[src/rtl/sram_pkg.sv]
package sram_pkg;

    typedef enum logic [1:0] {
        ST_DESEL = 2'd0,
        ST_QUIET = 2'd1,
        ST_READ  = 2'd2,
        ST_WRITE = 2'd3
    } sram_state_e;

    localparam int LANES  = 2;
    localparam int LANE_W = 8;

endpackage

[src/rtl/sram_ctrl.sv]
module sram_ctrl
    import sram_pkg::*;
#(
    parameter int ADDR_W = 10
) (
    input  logic                clk,
    input  logic                rst_n,
    input  logic                ce_n,
    input  logic                we_n,
    input  logic                oe_n,
    input  logic [LANES-1:0]    be_n,
    input  logic [ADDR_W-1:0]   addr,
    output logic [ADDR_W-1:0]   rd_addr,
    output logic [LANES-1:0]    lane_en
);

    sram_state_e state_q, state_d;
    logic [LANES-1:0] be_q;
    logic             past_ok;

    // next-state decode from the sampled pins, priority: select, strobe, gate
    always_comb begin
        if (ce_n)
            state_d = ST_DESEL;
        else if (!we_n)
            state_d = ST_WRITE;
        else if (oe_n || (&be_n))
            state_d = ST_QUIET;
        else
            state_d = ST_READ;
    end

    // state register
    always_ff @(posedge clk or negedge rst_n) begin
        if (!rst_n) begin
            state_q <= ST_DESEL;
            be_q    <= '1;
            rd_addr <= '0;
            past_ok <= 1'b0;
        end else begin
            state_q <= state_d;
            be_q    <= be_n;
            rd_addr <= addr;
            past_ok <= 1'b1;
        end
    end

    // outputs per state
    always_comb begin
        unique case (state_q)
            ST_DESEL: lane_en = '0;
            ST_QUIET: lane_en = '0;
            ST_READ:  lane_en = ~be_q;
            ST_WRITE: lane_en = '0;
            default:  lane_en = '0;
        endcase
    end

    assert_desel_quiet_R1: assert property (@(posedge clk) disable iff (!rst_n)
        (past_ok && $past(ce_n)) |-> (lane_en == '0));

    assert_read_lanes_R2: assert property (@(posedge clk) disable iff (!rst_n)
        (past_ok && $past(!ce_n && we_n && !oe_n)) |-> (lane_en == ~$past(be_n)));

    assert_gate_off_R4: assert property (@(posedge clk) disable iff (!rst_n)
        (past_ok && $past(!ce_n && we_n && (oe_n || (&be_n)))) |-> (lane_en == '0));

    assert_write_silent_R5: assert property (@(posedge clk) disable iff (!rst_n)
        (past_ok && $past(!ce_n && !we_n)) |-> (lane_en == '0));

endmodule

[config.mk]
export PLATFORM = sky130hd
export DESIGN_NAME = sram_ctrl
export DESIGN_NICKNAME = d
export VERILOG_FILES = /design/src/rtl/sram_pkg.sv /design/src/rtl/sram_ctrl.sv
export SDC_FILE = /design/constraint.sdc
export NUM_CORES = 1
export LEC_CHECK = 0
export CORE_MARGIN = 5
export CORE_UTILIZATION = 30
export DETAILED_ROUTE_END_ITERATION = 10
export DONT_BUFFER_PORTS = 1
export GPL_ROUTABILITY_DRIVEN = 0
export GPL_TIMING_DRIVEN = 0
export PLACE_DENSITY = 0.41
export SYNTH_ARGS = -nofsm -noshare
export SYNTH_HDL_FRONTEND = slang
export SYNTH_SLANG_ARGS = --single-unit
export TNS_END_PERCENT = 100
[constraint.sdc]
create_clock -name clk -period 1.06 [get_ports clk]
set_input_delay 0.159 -clock clk [delete_from_list [all_inputs] [get_ports clk]]
set_output_delay 0.159 -clock clk [all_outputs]
set_load 0.01 [all_outputs]
==> flow_metrics.env, run 1 <==
export IMPL_min_path_type="input pin to register"
export IMPL_yosysWarningCount=0
export IMPL_slew_viol_final=0
export IMPL_mostFrequentLayoutCells="dlygate4sd3_1 (15), dfrtp_1 (12), clkbuf_4 (3)"
export IMPL_coreArea_mm2=0.00127
export IMPL_viasPerCell=4.36
export IMPL_power_density_mw_per_mm2=1670
export IMPL_vias=240
export IMPL_cp_data_required_time_ns=0.90
export IMPL_avgSynthCellArea_um2=18.7
export IMPL_cts_buffers=3
export IMPL_drv_cap=0
export IMPL_drtIter0Drc=0
export IMPL_tightest_slew_ns=0.604
export IMPL_synth_largest_area_cell="dfrtp_1"
export IMPL_ys_types=7
export IMPL_die_h_um=46.2
export IMPL_syn_inst=21
export IMPL_cts_tree="built"
export IMPL_grt_max_degree=15
export IMPL_htree_levels=1
export IMPL_grt_usage_pct=7.73
export IMPL_grt_overflow_total=0
export IMPL_portBuffers=0
export IMPL_clk_pin_slew_ns=0.08
export IMPL_cts_setup_buffers=0
export IMPL_grt_pass1_vias=299
export IMPL_die_area_mm2=0.00213
export IMPL_setup_viol=1
export IMPL_cp_arrival_ns=0.90
export IMPL_post_synth_instance_area_um2=393
export IMPL_crit_fanout=2
export IMPL_ir_drop_mv=0.785
export IMPL_antenna_found_initial=0
export IMPL_hpwl_um=600
export IMPL_antenna_left=0
export IMPL_tns_ns=-0.00183
export IMPL_num_antenna_cells=0
export IMPL_finalWirelength_um=828
export IMPL_whs_path_depth=2
export IMPL_synth_seq_cells=14
export IMPL_die_w_um=46.2
export IMPL_period_needed_ns=1.06
export IMPL_dr_pass1_iters=1
export IMPL_violations="negative setup slack"
export IMPL_netlist_top_cells_area="dfrtp_1 (76%), dfstp_2 (13%), a21oi_1 (2.5%)"
export IMPL_startpoint_type="register"
export IMPL_setup_slack_ns=-0.00183
export IMPL_drive_gt1_share_pct=25.0
export IMPL_final_area_um2=621
export IMPL_ioPinCount=29
export IMPL_grt_pass1_wl_mm=1.12
export IMPL_critical_path_class="register to primary output"
export IMPL_fin_crit_sh_pct=100
export IMPL_clk_path_buf_depth=2
export IMPL_layout_area_overhead_vs_synth_pct=58.0
export IMPL_cts_root_buf="clkbuf_4"
export IMPL_num_rows=13
export IMPL_slew_headroom_pct=59.6
export IMPL_post_drt_wl_per_cell_um=15.1
export IMPL_hold_viol=0
export IMPL_synth_nets=38
export IMPL_post_dp_cell_area_um2=412
export IMPL_final_common_cell="dlygate4sd3_1"
export IMPL_fmax_mhz=942
export IMPL_status="finished, violations left"
export IMPL_nNetsFinal=58
export IMPL_drcViolationCount=0
export IMPL_p_leak_nw=0.268
export IMPL_synth_top_area_share_pct=76.4
export IMPL_critPathCaptureType="primary output"
export IMPL_numClockSinks=14
export IMPL_ys_seq_area_share_pct=89.8
export IMPL_initial_core_util_pct=31.0
export IMPL_rsz0062_at_grt="yes"
-- sequential cells by signal, indices dropped and copies added (netlist names) --
register	flops
state_q	2
rd_addr	10
be_q	2
-- routing by layer --
layer	up-vias	global-route usage, %	share of wire (%)	wire [um]
met3	0	3.52	11	92
li1	106	-	-	-
met5	-	0	0	0
met4	0	5.11	0	0
met1	115	6.33	32	263
met2	19	14.3	57	473
-- kinds of logic after synthesis --
family / Yosys count / synth area share (%)
AO/OA/AOI/OAI: 4 / 6.69
AND/OR/NAND/NOR: 3 / 3.50
flip-flops: 14 / 89.8
-- repair_timing --
item                                    CTS  global route
hold buffers                             15             0
resized for setup                         4             1
gates cloned                              0             0
endpoints found under the hold margin    28             0
endpoints found under the setup margin    2             2
pin swaps                                 1             1
-- critical path: stages, from the launching register on --
cell	delay (ns)
dfrtp_1	0.37
nand2b_4	0.16
nor2_4	0.11
-- power by group --
part / leakage [nW] / switching [mW] / internal [mW] / total [mW]
combinational: 0.0852 / 0.0280 / 0.0476 / 0.0756
sequential: 0.162 / 0.0238 / 0.565 / 0.589
clock: 0.0210 / 0.162 / 0.209 / 0.371
total: 0.268 / 0.214 / 0.822 / 1.04
-- area by class of cell --
| cell class | instances | area [um^2] |
|---|---|---|
| clock buffers | 4 | 36.3 |
| repair buffers | 15 | 150 |
| well taps | 15 | 18.8 |
| flip-flops and latches | 14 | 353 |
| multi-input cells | 7 | 62.6 |
| fillers | 116 | 648 |
-- path summary, 6_finish.rpt --
check | slack (ns) | from | end
max | -0.002 | state_q[0] | lane_en[0]
max in group asynchronous | 0.34 | rst_n | state_q[1]
min | 0.06 | oe_n | state_q[1]
min in group asynchronous | 0.33 | rst_n | rd_addr[1]
-- through the flow --
step	std cells	power, mW	setup WS, ns	util [%]	hold WS [ns]
after global placement	36	0.609	0.223	32.4	-0.136
final	55	1.04	-0.00183	48.9	0.0602
after detailed placement	36	0.611	0.222	32.4	-0.136
after CTS	55	1.06	-0.0425	48.5	0.0466
after global routing	55	1.08	-0.0542	48.9	0.0534
after floorplan	21	0.605	0.262	-	-0.137
-- synth_stat cells, drive strengths merged --
cell type   n
a21o        1
dfstp       2
dfrtp      12
nor2        2
a21oi       3
nand2b      1
Power figures use the tool's default switching activity.
==> run 2, diff against run 1 <==
--- a/config.mk
+++ b/config.mk
@@ -5,13 +5,13 @@
 export SDC_FILE = /design/constraint.sdc
 export NUM_CORES = 1
 export LEC_CHECK = 0
-export CORE_MARGIN = 5
-export CORE_UTILIZATION = 30
+export CORE_AREA = 5 5 42 44
 export DETAILED_ROUTE_END_ITERATION = 10
+export DIE_AREA = 0 0 47 49
 export DONT_BUFFER_PORTS = 1
 export GPL_ROUTABILITY_DRIVEN = 0
 export GPL_TIMING_DRIVEN = 0
-export PLACE_DENSITY = 0.41
+export PLACE_DENSITY = 0.4
 export SYNTH_ARGS = -nofsm -noshare
 export SYNTH_HDL_FRONTEND = slang
 export SYNTH_SLANG_ARGS = --single-unit
==> run 2 against run 1 <==
Worst hold slack lost 0.0068 ns; final area grew 0.20%; critical path type unchanged; the flow now finishes without violations; sequential cell count unchanged; highest routed layer unchanged; clock power down 2%; largest power group unchanged; wire length decreased by 7.4%; first-iteration DRC count unchanged; non-clock buffer count unchanged; worst setup slack better by 0.0030 ns; fmax rose by 0.29%; global-route usage is 0.88 points lower; utilization shrank 4.5 points.
==> flow_metrics.env, run 2 (synthesized netlist as in run 1, its figures left out) <==
export IMPL_grt_overflow_total=0
export IMPL_die_w_um=47
export IMPL_fin_crit_sh_pct=99.9
export IMPL_cp_data_required_time_ns=0.90
export IMPL_grt_usage_pct=6.85
export IMPL_antenna_found_initial=0
export IMPL_initial_core_util_pct=28.0
export IMPL_period_needed_ns=1.06
export IMPL_final_area_um2=622
export IMPL_nNetsFinal=58
export IMPL_layout_area_overhead_vs_synth_pct=58.3
export IMPL_post_drt_wl_per_cell_um=13.7
export IMPL_regMostFlops="rd_addr"
export IMPL_largest_register_ffs=10
export IMPL_crit_fanout=2
export IMPL_die_h_um=49
export IMPL_cts_buffers=3
export IMPL_ioPinCount=29
export IMPL_fmax_mhz=944
export IMPL_clk_pin_slew_ns=0.08
export IMPL_n_fill_cell=136
export IMPL_hold_viol=0
export IMPL_rsz0062_at_grt="yes"
export IMPL_grt_pass1_wl_mm=1.11
export IMPL_slew_headroom_pct=59.8
export IMPL_crit_slowest_cell="dfrtp_1"
export IMPL_num_antenna_cells=0
export IMPL_viasPerCell=4.11
export IMPL_critical_path_class="register to primary output"
export IMPL_drv_cap=0
export IMPL_grt_pass1_vias=278
export IMPL_drive_gt1_share_pct=25.0
export IMPL_min_path_type="input pin to register"
export IMPL_coreArea_mm2=0.00140
export IMPL_crit_chain="nand2b_4, nor2_4"
export IMPL_ir_drop_mv=0.675
export IMPL_status="finished clean"
export IMPL_cp_arrival_ns=0.90
export IMPL_cts_tree="built"
export IMPL_dr_pass1_iters=1
export IMPL_vias=230
export IMPL_num_rows=14
export IMPL_setup_viol=0
export IMPL_htree_levels=1
export IMPL_drtIter0Drc=0
export IMPL_power_density_mw_per_mm2=1650
export IMPL_post_dp_cell_area_um2=413
export IMPL_antenna_left=0
export IMPL_critPathCaptureType="primary output"
export IMPL_p_total_mw=1.03
export IMPL_drcViolationCount=0
export IMPL_p_leak_nw=0.268
export IMPL_crit_path_max_incr_delay_ns=0.37
export IMPL_largestRegisters="rd_addr x10, be_q x2, state_q x2"
export IMPL_slew_viol_final=0
export IMPL_cts_root_buf="clkbuf_4"
export IMPL_clk_path_buf_depth=2
export IMPL_grt_max_degree=15
export IMPL_die_area_mm2=0.00230
export IMPL_final_common_cell="dlygate4sd3_1"
export IMPL_tightest_slew_ns=0.601
export IMPL_finalWirelength_um=767
export IMPL_portBuffers=0
export IMPL_startpoint_type="register"
export IMPL_numClockSinks=14
export IMPL_mostFrequentLayoutCells="dlygate4sd3_1 (15), dfrtp_1 (12), clkbuf_4 (3)"
==> run 2: path summary, 6_finish.rpt <==
kind,end,from,cells after the start,slack (ns)
setup / recovery,lane_en[0],state_q[0],2,0.001
hold / removal,state_q[1],oe_n,2,0.05
max in group asynchronous,state_q[0],rst_n,1,0.34
min in group asynchronous,rd_addr[5],rst_n,1,0.33
==> run 2: critical path: cells and delay by family, from the launching register on <==
kind          cells  cell delay (ns)
flops             1             0.37
simple gates      2             0.27
==> run 2: layout make-up <==
cell class	instances	area (um^2)	area share, %
multi-input cells	7	62.6	10.1
clock buffers	4	36.3	5.84
repair buffers	15	150	24.1
well taps	16	20.0	3.22
flip-flops and latches	14	353	56.7
==> run 2: per-layer routing <==
layer	track usage [%]	up-vias	routed length, um
li1	-	106	-
met1	5.95	106	265
met2	12.2	18	390
met3	3.69	0	112
met4	2.76	0	0
met5	0	-	0
==> run 2: metrics by stage <==
step	util, %	setup slack [ns]	hold WS, ns	setup TNS, ns	instances
after floorplan	-	0.262	-0.137	0	21
after global placement	29.5	0.225	-0.136	0	37
after detailed placement	29.5	0.198	-0.136	0	37
after CTS	44.0	-0.0449	0.0459	-0.0799	56
after global routing	44.4	-0.0524	0.0333	-0.0994	56
final	44.4	0.00120	0.0533	0	56
==> run 2: power breakdown <==
part | internal, mW | total [mW] | switching, mW
registers | 0.565 | 0.589 | 0.0236
clock network | 0.208 | 0.363 | 0.155
logic | 0.0476 | 0.0749 | 0.0273
==> run 2: repair_timing <==
action / 4_1_cts / 5_1_grt
pin swaps: 1 / 1
resized for setup: 4 / 1
setup buffers: 0 / 0
endpoints found under the setup margin: 2 / 2
hold endpoints to repair: 28 / 0
hold buffers: 15 / 0
